## src/rtl/uart_regfront_pkg.sv

```systemverilog
package uart_regfront_pkg;
  typedef enum logic [1:0] {
    REG_RXD  = 2'd0,
    REG_TXD  = 2'd1,
    REG_STAT = 2'd2,
    REG_CTRL = 2'd3
  } reg_sel_e;

  localparam int ST_AVAIL   = 0;
  localparam int ST_FULL    = 1;
  localparam int ST_TXEMPTY = 2;
  localparam int ST_TXFULL  = 3;
  localparam int ST_PEND    = 4;

  localparam int CT_TXCLR = 0;
  localparam int CT_RXCLR = 1;
  localparam int CT_IE    = 4;
endpackage

```

## src/rtl/rfe_rx_fifo.sv

```systemverilog
module rfe_rx_fifo #(
  parameter int DEPTH = 8,
  parameter int DW    = 8
) (
  input  logic          clk,
  input  logic          rst,
  input  logic          clr,
  input  logic          push_valid,
  input  logic [DW-1:0] push_data,
  input  logic          pop,
  output logic          ready,
  output logic          full,
  output logic          nonempty,
  output logic          nonempty_nx,
  output logic [DW-1:0] head_data
);
  localparam int PW = $clog2(DEPTH);
  localparam int CW = $clog2(DEPTH + 1);
  localparam logic [CW-1:0] CNT_FULL = CW'(DEPTH);

  logic [DW-1:0] mem [DEPTH];
  logic [PW-1:0] wpos_q, wpos_nx, rd_idx;
  logic [CW-1:0] count_q, count_nx;
  logic          push_ok, dec;

  assign full      = (count_q == CNT_FULL);
  assign nonempty  = (count_q != '0);
  assign ready     = ~full;
  assign push_ok   = push_valid & ~full & ~clr;
  assign dec       = pop & nonempty;
  assign rd_idx    = wpos_q - count_q[PW-1:0];
  assign head_data = mem[rd_idx];

  always_comb begin
    wpos_nx  = wpos_q;
    count_nx = count_q;
    if (clr) begin
      wpos_nx  = '0;
      count_nx = '0;
    end else begin
      if (push_ok) wpos_nx = wpos_q + 1'b1;
      case ({push_ok, dec})
        2'b10:   count_nx = count_q + 1'b1;
        2'b01:   count_nx = count_q - 1'b1;
        default: count_nx = count_q;
      endcase
    end
  end

  assign nonempty_nx = (count_nx != '0);

  always_ff @(posedge clk) begin
    if (push_ok) mem[wpos_q] <= push_data;
  end

  always_ff @(posedge clk) begin
    if (rst) begin
      wpos_q  <= '0;
      count_q <= '0;
    end else begin
      wpos_q  <= wpos_nx;
      count_q <= count_nx;
    end
  end

  assert_no_overflow_R3: assert property (@(posedge clk) disable iff (rst)
    count_q <= CNT_FULL);
  assert_full_refuse_R3: assert property (@(posedge clk) disable iff (rst)
    (full && push_valid && !pop && !clr) |=> (count_q == CNT_FULL) && $stable(wpos_q));
  assert_pushpop_R10: assert property (@(posedge clk) disable iff (rst)
    (push_valid && pop && !full && nonempty && !clr) |=> $stable(count_q));
  assert_full_pop_R10: assert property (@(posedge clk) disable iff (rst)
    (full && push_valid && pop && !clr) |=> count_q == CW'(DEPTH - 1));
  assert_empty_pop_R4: assert property (@(posedge clk) disable iff (rst)
    (pop && !nonempty && !push_valid && !clr) |=> count_q == '0);
endmodule

```

## src/rtl/rfe_tx_out.sv

```systemverilog
module rfe_tx_out #(
  parameter int DW = 8
) (
  input  logic          clk,
  input  logic          rst,
  input  logic          wr,
  input  logic [DW-1:0] wbyte,
  output logic          tx_valid,
  output logic [DW-1:0] tx_data
);
  always_ff @(posedge clk) begin
    if (rst) begin
      tx_valid <= 1'b0;
      tx_data  <= '0;
    end else begin
      tx_valid <= wr;
      if (wr) tx_data <= wbyte;
    end
  end

  assert_tx_pulse_R7: assert property (@(posedge clk) disable iff (rst)
    wr |=> tx_valid && (tx_data == $past(wbyte)));
  assert_tx_single_R7: assert property (@(posedge clk) disable iff (rst)
    !wr |=> !tx_valid);
endmodule

```

## src/rtl/rfe_irq_ctrl.sv

```systemverilog
module rfe_irq_ctrl (
  input  logic clk,
  input  logic rst,
  input  logic stat_rd,
  input  logic tx_wr,
  input  logic nonempty_nx,
  input  logic ie_nx,
  output logic pending,
  output logic irq
);
  logic pend_nx;

  assign pend_nx = (pending & ~stat_rd) | tx_wr | nonempty_nx;

  always_ff @(posedge clk) begin
    if (rst) begin
      pending <= 1'b0;
      irq     <= 1'b0;
    end else begin
      pending <= pend_nx;
      irq     <= pend_nx & ie_nx;
    end
  end

  assert_tx_sets_pend_R7: assert property (@(posedge clk) disable iff (rst)
    tx_wr |=> pending);
  assert_sticky_R8: assert property (@(posedge clk) disable iff (rst)
    (pending && !stat_rd) |=> pending);
endmodule

```

## src/rtl/uart_regfront.sv

```systemverilog
module uart_regfront
  import uart_regfront_pkg::*;
#(
  parameter int ADDR_W   = 4,
  parameter int DATA_W   = 32,
  parameter int BYTE_W   = 8,
  parameter int RX_DEPTH = 8
) (
  input  logic              clk,
  input  logic              rst,
  input  logic              bus_en,
  input  logic              bus_we,
  input  logic [ADDR_W-1:0] bus_addr,
  input  logic [DATA_W-1:0] bus_wdata,
  output logic [DATA_W-1:0] bus_rdata,
  input  logic              rx_valid,
  input  logic [BYTE_W-1:0] rx_data,
  output logic              rx_ready,
  output logic              tx_valid,
  output logic [BYTE_W-1:0] tx_data,
  output logic              irq
);
  localparam int SEL_LSB = 2;
  localparam int SEL_W   = 2;
  localparam int SPAN_W  = SEL_LSB + SEL_W;

  reg_sel_e          sel;
  logic              in_rng;
  logic              acc_rd, acc_wr;
  logic              rx_pop, stat_rd, stat_wr, tx_wr, ctrl_wr, rx_clr;
  logic [DATA_W-1:0] ctrl_q, ctrl_nx, txreg_q, stat_vec;
  logic              q_full, q_nonempty, q_nonempty_nx, pend;
  logic [BYTE_W-1:0] head_byte;
  logic [SEL_LSB-1:0] unused_lsb;

  assign unused_lsb = bus_addr[SEL_LSB-1:0];
  assign sel = reg_sel_e'(bus_addr[SPAN_W-1:SEL_LSB]);

  generate
    if (ADDR_W > SPAN_W) begin : g_hi_dec
      assign in_rng = (bus_addr[ADDR_W-1:SPAN_W] == '0);
    end else begin : g_no_hi
      assign in_rng = 1'b1;
    end
  endgenerate

  assign acc_rd  = bus_en & ~bus_we & in_rng;
  assign acc_wr  = bus_en &  bus_we & in_rng;
  assign rx_pop  = acc_rd & (sel == REG_RXD);
  assign stat_rd = acc_rd & (sel == REG_STAT);
  assign stat_wr = acc_wr & (sel == REG_STAT);
  assign tx_wr   = acc_wr & (sel == REG_TXD);
  assign ctrl_wr = acc_wr & (sel == REG_CTRL);
  assign rx_clr  = ctrl_wr & bus_wdata[CT_RXCLR];
  assign ctrl_nx = ctrl_wr ? bus_wdata : ctrl_q;

  rfe_rx_fifo #(.DEPTH(RX_DEPTH), .DW(BYTE_W)) u_fifo (
    .clk(clk), .rst(rst), .clr(rx_clr),
    .push_valid(rx_valid), .push_data(rx_data), .pop(rx_pop),
    .ready(rx_ready), .full(q_full), .nonempty(q_nonempty),
    .nonempty_nx(q_nonempty_nx), .head_data(head_byte)
  );

  rfe_tx_out #(.DW(BYTE_W)) u_tx (
    .clk(clk), .rst(rst), .wr(tx_wr), .wbyte(bus_wdata[BYTE_W-1:0]),
    .tx_valid(tx_valid), .tx_data(tx_data)
  );

  rfe_irq_ctrl u_irq (
    .clk(clk), .rst(rst), .stat_rd(stat_rd), .tx_wr(tx_wr),
    .nonempty_nx(q_nonempty_nx), .ie_nx(ctrl_nx[CT_IE]),
    .pending(pend), .irq(irq)
  );

  always_comb begin
    stat_vec              = '0;
    stat_vec[ST_AVAIL]    = q_nonempty;
    stat_vec[ST_FULL]     = q_full;
    stat_vec[ST_TXEMPTY]  = 1'b1;
    stat_vec[ST_TXFULL]   = 1'b0;
    stat_vec[ST_PEND]     = pend;
  end

  always_ff @(posedge clk) begin
    if (rst) begin
      ctrl_q    <= '0;
      txreg_q   <= '0;
      bus_rdata <= '0;
    end else begin
      ctrl_q <= ctrl_nx;
      if (tx_wr) txreg_q <= bus_wdata;
      if (acc_rd) begin
        case (sel)
          REG_RXD:  bus_rdata <= {{(DATA_W-BYTE_W){1'b0}}, head_byte};
          REG_TXD:  bus_rdata <= txreg_q;
          REG_STAT: bus_rdata <= stat_vec;
          default:  bus_rdata <= ctrl_q;
        endcase
      end
    end
  end

  assert_irq_gate_R9: assert property (@(posedge clk) disable iff (rst)
    irq == (pend && ctrl_q[CT_IE]));
  assert_pend_on_data_R8: assert property (@(posedge clk) disable iff (rst)
    q_nonempty |-> pend);
  assert_stat_wr_ignored_R6: assert property (@(posedge clk) disable iff (rst)
    stat_wr |=> $stable(ctrl_q) && $stable(txreg_q));
  assert_ready_full_R3: assert property (@(posedge clk) disable iff (rst)
    rx_ready != q_full);
endmodule

```

## config.mk

```make
export PLATFORM = sky130hd
export DESIGN_NAME = uart_regfront
export DESIGN_NICKNAME = d
export VERILOG_FILES = /design/src/rtl/uart_regfront_pkg.sv /design/src/rtl/rfe_rx_fifo.sv /design/src/rtl/rfe_tx_out.sv /design/src/rtl/rfe_irq_ctrl.sv /design/src/rtl/uart_regfront.sv
export SDC_FILE = /design/constraint.sdc
export NUM_CORES = 1
export LEC_CHECK = 0
export ABC_AREA = 1
export ABC_CLOCK_PERIOD_IN_PS = 2400
export BUFFER_PORTS_ARGS = -buffer_cell sky130_fd_sc_hd__buf_2
export CAP_MARGIN = 10
export CORE_MARGIN = 5
export CORE_UTILIZATION = 57
export CTS_BUF_LIST = sky130_fd_sc_hd__clkbuf_8 sky130_fd_sc_hd__clkbuf_16
export CTS_CLUSTER_SIZE = 10
export DETAILED_ROUTE_END_ITERATION = 7
export PLACE_DENSITY = 0.79
export SYNTH_ARGS = -nofsm -noshare
export SYNTH_HDL_FRONTEND = slang
export SYNTH_SLANG_ARGS = --single-unit
```

## constraint.sdc

```tcl
create_clock -name clk -period 2.4 [get_ports clk]
set_clock_uncertainty 0.05 [all_clocks]
set_input_delay 0.24 -clock clk [delete_from_list [all_inputs] [get_ports clk]]
set_output_delay 0.24 -clock clk [all_outputs]
set_load 0.01 [all_outputs]
```

[Word-level counts from Yosys, hierarchy flattened]
Memory sizes are Yosys's and may differ from the RTL's.
Cells that the tools add are included.
Storage, ports and cells
  memories: 1
  register bits after elaboration: 114
  input bits: 49
  RAM bits: 64
Operators by class
  reductions and logical operators: 4
  muxes and demuxes: 6
  add/subtract/negate cells: 4
  equality and inequality tests: 6
  bitwise logic cells: 18
Memory list
  u_fifo.mem: depth 8, bits a word 8, read ports 1, clocked after memory_dff 0, wr ports 1, RTL line rfe_rx_fifo.sv:21  | logic [DW-1:0] mem [DEPTH];
Operators by type and width (number)
  32-bit one-hot mux with 3 select lines: 1
  1-bit AND: 12
  4-bit one-hot mux with 2 select lines: 1
  4-bit nonzero test: 2
  2-bit == test (second input constant): 3
  5-bit 2-to-1 mux: 1
  4-bit by 1-bit adder with 4-bit output (second input constant): 1
  2-bit by 1-bit == test with 1-bit output (second input constant): 2
  4-bit == test (second input constant): 1
  4-bit 2-to-1 mux: 1
  1-bit NOT: 4
  4-bit by 1-bit subtractor with 4-bit output (second input constant): 1
  3-bit by 1-bit adder with 3-bit output (second input constant): 1
  3-bit subtractor: 1
  2-bit zero test: 1
  1-bit 2-to-1 mux: 2
  1-bit OR: 2
  2-bit OR reduction: 1

[Depth between registers and ports, before layout]
Gate-level depths: netlist of run 1.
  depth after elaboration: 11
  gate-level depth with buffers: 17
  depth with buffers taken out: 16

[Hierarchy]
From an unflattened synthesis of run 1, not the netlist that was laid out.
Second synthesis, totals
  cell total of the unflattened synthesis: 826
  area total of the unflattened synthesis: 7285.7 um^2
By module, submodules not included
  uart_regfront: sequential area each 1921.8 um^2, cells each 496, instances 1, area an instance 3754.9 um^2
  rfe_rx_fifo: sequential area each 2062.0 um^2, cells each 267, instances 1, area an instance 3086.7 um^2
  rfe_tx_out: sequential area each 180.2 um^2, cells each 54, instances 1, area an instance 369.1 um^2
  rfe_irq_ctrl: sequential area each 40.0 um^2, cells each 9, instances 1, area an instance 75.1 um^2

[Worst setup path before layout of run 1]
Ideal clock, no wire load.
  kind: input-to-reg
  start: in bus_en
  end: reg u_irq.pending
  path slack: 0.151 ns
  required time: 2.216 ns
  library setup time: 0.134 ns
  arrival: 2.065 ns
  buffers on the path: 2
  stages on the path: 16
  cell sequence: inv_1 nor2_1 buf_2 buf_2 and3_1 ha_1 nand2_1 inv_1 nor2_1 ha_1 nand2_1 o21ai_0 o21ai_0 nand3_1 inv_1 a21oi_1
Between the ends
  word-level cells in the longest chain between the ends: 10
  elaborated cells between the ends (all ways): 19
RTL lines
  start: declaration: RTL line uart_regfront.sv:11  | input logic bus_en,
  1-bit AND: RTL line uart_regfront.sv:48  | assign acc_wr = bus_en & bus_we & in_rng;
  1-bit AND: RTL line uart_regfront.sv:53  | assign ctrl_wr = acc_wr & (sel == REG_CTRL);
  1-bit AND: RTL line uart_regfront.sv:54  | assign rx_clr = ctrl_wr & bus_wdata[CT_RXCLR];
  1-bit NOT: RTL line rfe_rx_fifo.sv:29  | assign push_ok = push_valid & ~full & ~clr;
  1-bit AND: RTL line rfe_rx_fifo.sv:29
  2-bit by 1-bit == test with 1-bit output or 2-bit == test (tied branches): RTL line rfe_rx_fifo.sv:42  | case ({push_ok, dec})
  4-bit one-hot mux with 2 select lines: RTL line rfe_rx_fifo.sv:42
  4-bit 2-to-1 mux: RTL line rfe_rx_fifo.sv:37  | if (clr) begin
  4-bit nonzero test: RTL line rfe_rx_fifo.sv:50  | assign nonempty_nx = (count_nx != '0);
  1-bit OR *: RTL line rfe_irq_ctrl.sv:13  | assign pend_nx = (pending & ~stat_rd) | tx_wr | nonempty_nx;
  end signal: assignment: RTL line rfe_irq_ctrl.sv:20  | pending <= pend_nx;
  end: declaration: RTL line rfe_irq_ctrl.sv:8  | output logic pending,
Mark *: on every way between the ends. The rest lies on a longest branch, timed or not.
A chain may end at the register's enable or synchronous reset.

[Worst setup path after layout of run 1]
  start: reg u_fifo.count_q[0]
  end: reg u_irq.pending
Between the ends
  word-level cells in the longest chain between the ends: 9
  elaborated cells between the ends (all ways): 14
RTL lines
  start: declaration: RTL line rfe_rx_fifo.sv:23  | logic [CW-1:0] count_q, count_nx;
  start signal: assignment: RTL line rfe_rx_fifo.sv:62  | count_q <= count_nx;
  4-bit == test: RTL line rfe_rx_fifo.sv:26  | assign full = (count_q == CNT_FULL);
  1-bit NOT: RTL line rfe_rx_fifo.sv:29
  1-bit AND (2 in series): RTL line rfe_rx_fifo.sv:29
  2-bit by 1-bit == test with 1-bit output or 2-bit == test (tied branches): RTL line rfe_rx_fifo.sv:42
  4-bit one-hot mux with 2 select lines *: RTL line rfe_rx_fifo.sv:42
  4-bit 2-to-1 mux *: RTL line rfe_rx_fifo.sv:37
  4-bit nonzero test *: RTL line rfe_rx_fifo.sv:50
  1-bit OR *: RTL line rfe_irq_ctrl.sv:13
Marks and branches as above.

==> metrics.md, run 1 <==
| Metric | Value |
|---|---|
| Status | `completed` |
| Die area | `14290 sq um` |
| CP Cell Sequence | `nor2_2, nand2_1, and3_1, ha_2, nand2_1, inv_1, nor2_2, ha_1, nand2_1, o21ai_0, o21ai_0, nand3_1, inv_1, a21oi_1` |
| Ratio of cells with drive above 1 in the final layout | `0.1955` |
| Critical path endpoint category | `register` |
| Seq/Total Area, Yosys | `0.5914` |
| DRT antenna net count | `0` |
| Max cap viols | `0` |
| Initial antenna violation count | `0` |
| Ports | `92` |
| CTS tree | `yes` |
| Crit start category | `register` |
| Area growth from synthesis to layout | `19.29%` |
| Pre-Repair DR Iteration Count | `5` |
| Initial Util | `0.5765` |
| Number of inserted diodes | `0` |
| Power per cell area | `810.5 nW/um^2` |
| Total number of vias | `5890` |
| CP top delay family | `simple AND/OR/NAND/NOR gates` |
| Sink Count | `170` |
| Min-Delay Path Class | `in -> reg` |
| Vias per cell | `5.707` |
| Clk pin slew, worst setup/hold paths | `0.06 ns` |
| CP peak stage delay | `0.36 ns` |
| Gate Count Post-Synth | `775` |
| Power Internal | `4.938 mW` |
| Vias in the first global route | `5660` |
| Asr flop ratio synth | `0` |
| Combinational share of power | `0.131` |
| Worst Path Arrival | `2.48 ns` |
| Top FF cell, synth | `dfxtp_1` |
| Synth area leader | `dfxtp_1` |
| Fin util | `0.6877` |
| Synth top area cells | `dfxtp_1 31%, edfxtp_1 28%, nor2_1 10%` |
| All-Layer GR Usage | `0.2378` |
| Die W | `119.5 um` |
| Drt initial violations | `795` |
| CTS H-tree depth | `4` |
| Core ar. | `11860 sq um` |
| Bufs on Longest Clock Path | `2` |
| Die height | `119.5 um` |
| Yosys top cell area share | `0.3103` |
| Endpoints failing hold | `0` |
| Clk pwr share | `0.391` |
| First-pass GRT wire length | `27040 um` |
| Final period utilization | `0.9260` |
| Gr ovfl total | `0` |
| Post-Syn Area | `6838 sq um` |
| # setup viols final | `0` |
| Sum of routed wire length over all layers | `16960 um` |
| Mapped Nets | `830` |
| Max Freq | `0.4500 GHz` |
| Final number of max-transition violations | `0` |
| Avg Inst Size Synth | `8.823 sq um` |
| Buf/Inv on CP | `2` |
| Sequential Power Share | `0.478` |
| Unique masters post-synth | `32` |
| Yosys warns | `0` |
| Drt drc | `0` |
| Fin worst setup slack | `0.1777 ns` |
| Crit path time final | `2.222 ns` |
| CP required | `2.66 ns` |
| Worst Max-Slew Pin Slew | `0.9288 ns` |
| Avg WL per Cell | `16.44 um` |
| Nets | `929` |
| Pleak | `3.446 nW` |
| Port bufs | `89` |
| P_sw | `1.673 mW` |
| Global placement routability congestion | `0.8981` |
| Count leader, synth | `nor2_1` |
| Largest net degree at the start of global routing | `57` |
| Root Driver | `clkbuf_16` |
| Synth Register Bits | `170` |
| CP dominant cell by count | `nand2_1` |
| Post-synth top cells | `190 x nor2_1, 116 x o21ai_0, 112 x nand2_1, 106 x dfxtp_1, 64 x edfxtp_1` |
| Relative slew slack | `0.3801` |
| Sw frac | `0.2530` |
| Clk_lat worst skew | `0.42 ns` |
| Worst-case vdd ir drop | `0.4173 mV` |
| Slowest library cell on the worst path | `dfxtp_2` |
| Row count | `40` |
| Postcts setup bufs | `0` |
| Worst Path Max Fanout | `5` |
| Post-detailed-placement half-perimeter wirelength | `11060 um` |
| TritonCTS Buffers | `17` |
| Pre-CTS WS | `0.1256 ns` |
| Post-synth EDFFs | `64` |
| WS Path Type | `reg -> reg` |
metrics by stage:
step / hold WS, ns / power (mW) / area (sq um) / cells / TNS, ns
floorplan: 0.2669 / 3.760 / 6838 / 775 / 0
global placement: 0.4062 / 4.006 / 7457 / 991 / 0
detailed placement: 0.4155 / 4.050 / 7457 / 991 / 0
CTS: 0.0007128 / 6.627 / 8139 / 1032 / 0
global route: 0.01231 / 6.881 / 8157 / 1032 / -0.001916
finish: 0.01152 / 6.611 / 8157 / 1032 / 0
path summary, 6_finish.rpt:
path                                start                         end  slack (ns)  depth (start not counted)
max          u_fifo.count_q[0]$_SDFF_PP0_    u_irq.pending$_SDFF_PP0_        0.18                         14
min                         bus_wdata[13]    txreg_q[13]$_SDFFE_PP0P_        0.01                          3
max reg2reg  u_fifo.count_q[0]$_SDFF_PP0_    u_irq.pending$_SDFF_PP0_        0.18                         14
min reg2reg      txreg_q[29]$_SDFFE_PP0P_  bus_rdata[29]$_SDFFE_PP0N_        0.42                          2
power by group through the flow:
stage / combinational (mW) / clock, mW / sequential (mW)
2_1_floorplan: 0.541 / 0 / 3.22
3_3_place_gp: 0.796 / 0 / 3.21
3_5_place_dp: 0.835 / 0 / 3.21
4_1_cts: 0.857 / 2.62 / 3.15
5_1_grt: 0.962 / 2.75 / 3.17
6_report: 0.867 / 2.59 / 3.16
tightest hold or removal path, delay by kind of cell:
kind | cells | cell delay [ns]
simple gates | 2 | 0.12
buf+inv | 1 | 0.09
per-layer routing:
| layer | track usage | routed length, um | vias up | part of all wire |
|---|---|---|---|---|
| li1 | - | - | 2803 | - |
| met1 | 0.3110 | 7010 | 2766 | 0.41 |
| met2 | 0.3831 | 8173 | 295 | 0.48 |
| met3 | 0.05608 | 1408 | 26 | 0.083 |
| met4 | 0.09735 | 370 | 0 | 0.022 |
| met5 | 0 | 0 | - | 0 |
cell families (layout without fill, tap and decap cells):
family	after synthesis	after routing	synth area share
compound gates	177	177	0.1435
xor+xnor	2	2	0.002562
fa+ha+maj	6	6	0.01208
buf+inv	82	192	0.05361
flops	170	170	0.5914
simple gates	338	338	0.1969
cell type report:
cell class	instances	area, sq um
flip-flops and latches	170	4049
fillers	912	3705
multi-input cells	523	2447
repair buffers	131	788.3
clock buffers	22	528.0
well taps	147	183.9
inverters	31	116.4
clock inverters	8	43.79
sequential cells by signal (all words and copies together) (netlist names):
signal / count
u_irq.pending: 1
u_fifo.wpos_q: 3
u_tx.tx_data: 7
ctrl_q: 32
u_irq.irq: 1
u_fifo.count_q: 4
u_fifo.mem: 64
bus_rdata: 32
u_tx.tx_valid: 1
txreg_q: 25
timing repair:
item	4_1_cts	5_1_grt
hold endpoints to repair	15	0
hold buffers	11	0
resized for setup	0	8
endpoints found under the setup margin	0	2
placed cells by master, fill, tap and decap left out, drive strengths merged:
master	instances
dlygate4sd3	11
a31oi	24
a221oi	5
nor2	192
buf	120
nand4	1
nor3	2
ha	5
nor3b	1
and3	1
nand3	25
clkbuf	22
dfxtp	106
a211oi	1
o21ai	123
nand2	116
fa	1
a22oi	2
a21oi	14
edfxtp	64
clkinv	4
inv	35
o221ai	8
xnor2	2
Note: power is estimated with default switching activity, not from simulation.
==> run 2: changes to the inputs <==
- CORE_UTILIZATION: 57 -> 45
- CTS_BUF_LIST: sky130_fd_sc_hd__clkbuf_8 sky130_fd_sc_hd__clkbuf_16 -> sky130_fd_sc_hd__clkbuf_4
- PLACE_DENSITY: 0.79 -> not set
==> run 2 against run 1 <==
Effect of this change:
- clock power fell by 28%
- highest routed layer unchanged
- non-clock buffer count rose by 23
- critical path depth fell by 5
- first-iteration DRC count fell by 50%
- flip-flop and latch count did not move
- power fell by 10%
- largest cell class unchanged
- clock-buffer cell count fell by 4
==> metrics.md, run 2 (same netlist as run 1, synthesis figures left out) <==
| Metric | Value |
|---|---|
| Commonest non-fill, non-tap cell in the layout | `nor2_1` |
| All-Layer GR Usage | `0.1984 (-0.03940)` |
| CTS H-tree depth | `4 (unchanged)` |
| Sink Count | `170 (unchanged)` |
| Placed cells | `1025 (+3.4%)` |
| Ports | `92 (unchanged)` |
| WS Path Type | `reg -> reg` |
| Most frequent cells in the layout | `188 x nor2_1, 115 x o21ai_0, 112 x nand2_1, 102 x dfxtp_1, 89 x buf_2` |
| Final number of max-transition violations | `0 (unchanged)` |
| Global placement routability congestion | `0.8971 (-0.11%)` |
| Initial Util | `0.4548 (-0.1216)` |
| DRT antenna net count | `0 (unchanged)` |
| Final hold slack | `0.1077 ns (+0.09620 ns)` |
| TritonCTS Buffers | `17 (unchanged)` |
| Total number of vias | `5721 (-2.9%)` |
| CP dominant cell by count | `inv_1` |
| Min-Delay Path Class | `in -> reg` |
| Final non-filler cell total | `1098 (+6.4%)` |
| First-pass GRT wire length | `28110 um (+4.0%)` |
| Avg WL per Cell | `15.85 um (-3.6%)` |
| CP peak stage delay | `0.57 ns (+0.21 ns)` |
| Biggest register | `u_fifo.mem` |
| Relative slew slack | `0.5231 (+0.1430)` |
| Die area | `17760 sq um (+24%)` |
| Max Freq | `0.4600 GHz (+2.2%)` |
| Fin util | `0.5473 (-0.1403)` |
| # setup viols final | `0 (unchanged)` |
| Nets | `952 (+2.5%)` |
| Max cap viols | `0 (unchanged)` |
| Drt initial violations | `398 (-50%)` |
| Root Driver | `clkbuf_4` |
| Power per cell area | `720.8 nW/um^2 (-11%)` |
| Initial antenna violation count | `0 (unchanged)` |
| Drt drc | `0 (unchanged)` |
| Core ar. | `15030 sq um (+27%)` |
| Total negative setup slack | `0 ns (unchanged)` |
| Crit path time final | `2.174 ns (-0.04831 ns)` |
| Buf/Inv on CP | `3 (+1)` |
| Endpoints failing hold | `0 (unchanged)` |
| CP required | `2.83 ns (+0.17 ns)` |
| Vias in the first global route | `5562 (-1.7%)` |
| Unrepaired setup endpoints after global routing | `no` |
| CTS tree | `yes` |
| Gr ovfl total | `0 (unchanged)` |
| Worst-case vdd ir drop | `0.5509 mV (+32%)` |
| Pleak | `3.411 nW (-1.0%)` |
| Die height | `133.3 um (+11%)` |
| Clk pin slew, worst setup/hold paths | `0.13 ns (+0.07 ns)` |
| Status | `completed` |
| Port bufs | `89 (unchanged)` |
| Largest regs | `u_fifo.mem: 64 flops, bus_rdata: 32 flops, ctrl_q: 32 flops` |
| Die W | `133.3 um (+11%)` |
| Slowest library cell on the worst path | `fa_1` |
| Sum of routed wire length over all layers | `17400 um (+2.6%)` |
| Pre-Repair DR Iteration Count | `5 (unchanged)` |
| CP top delay family | `adder cells` |
| Largest net degree at the start of global routing | `57 (unchanged)` |
| Clk_lat worst skew | `0.53 ns (+0.11 ns)` |
| Number of inserted diodes | `0 (unchanged)` |
| Post-detailed-placement half-perimeter wirelength | `11220 um (+1.4%)` |
| Worst Path Arrival | `2.60 ns (+0.12 ns)` |
| Worst Max-Slew Pin Slew | `0.7143 ns (-0.2145 ns)` |
| CP Cell Sequence | `inv_1, ha_1, inv_1, fa_1, buf_4, o21ai_0, o221ai_1, nand3_1, a21oi_1` |
| Area growth from synthesis to layout | `20.33%` |
| Crit start category | `register` |
| Final period utilization | `0.9058 (-0.02013)` |
| Number of flip-flops in the largest register | `64 (unchanged)` |
| Bufs on Longest Clock Path | `2 (unchanged)` |
| Worst Path Max Fanout | `9 (+4)` |
| Vias per cell | `5.210 (-8.7%)` |
| Critical path endpoint category | `register` |
| Row count | `45 (+13%)` |
| Ratio of cells with drive above 1 in the final layout | `0.1835 (-0.01196)` |
## run 2: final cells by class
type,count,area [sq um]
Clock inverter,14,201.4
Sequential cell,170,4049
Inverter,31,118.9
Tap cell,188,235.2
Multi-Input combinational cell,523,2440
Timing Repair Buffer,154,1049
Fill cell,1356,6805
Clock buffer,18,135.1
## run 2: metrics by stage
step | total power, mW | setup slack, ns | instance area, sq um
after floorplan | 3.760 | 0.1509 | 6838
after global placement | 4.046 | 0.1402 | 7468
after detailed placement | 4.063 | 0.09769 | 7468
after CTS | 5.973 | 0.08520 | 8215
after global routing | 6.229 | 0.02220 | 8228
final | 5.930 | 0.2260 | 8228
## run 2: path summary, 6_finish.rpt
kind	endpoint	slack, ns	start	cells past startpoint
worst min register to register	bus_rdata[27]$_SDFFE_PP0N_	0.42	txreg_q[27]$_SDFFE_PP0P_	2
worst max register to register	bus_rdata[5]$_SDFFE_PP0N_	0.23	u_fifo.wpos_q[0]$_SDFFE_PP0P_	9
worst max-delay path	bus_rdata[5]$_SDFFE_PP0N_	0.23	u_fifo.wpos_q[0]$_SDFFE_PP0P_	9
worst min-delay path	u_fifo.wpos_q[1]$_SDFFE_PP0P_	0.11	rx_valid	4
## run 2: worst register-to-register path, delay by kind of cell, from the launching register on
family | cells | cell delay (ns)
adder cells (fa/ha/maj) | 2 | 0.71
AO/OA/AOI/OAI | 3 | 0.53
flip-flops | 1 | 0.36
AND/OR/NAND/NOR | 1 | 0.13
buffers and inverters | 3 | 0.34
## run 2: metal layers
metal,wire length (um),GRT usage,up-vias,share of wire
met4,246,0.06286,0,0.014
met1,7757,0.2597,2665,0.45
met2,8411,0.3270,184,0.48
met5,0,0,-,0
li1,-,-,2847,-
met3,988,0.04721,25,0.057
## run 2: timing repair
action / CTS / global route
gates resized for setup: 0 / 9
endpoints found under the setup margin: 0 / 7
endpoints found under the hold margin: 137 / 0
buffers inserted: 0 / 0
hold buffers: 41 / 0
## run 2: power breakdown
group | switching, mW | total, mW | leakage (nW) | internal, mW
Combinational | 0.564 | 0.902 | 1.79 | 0.338
Clock | 0.941 | 1.87 | 0.171 | 0.931
Sequential | 0.0581 | 3.16 | 1.45 | 3.10
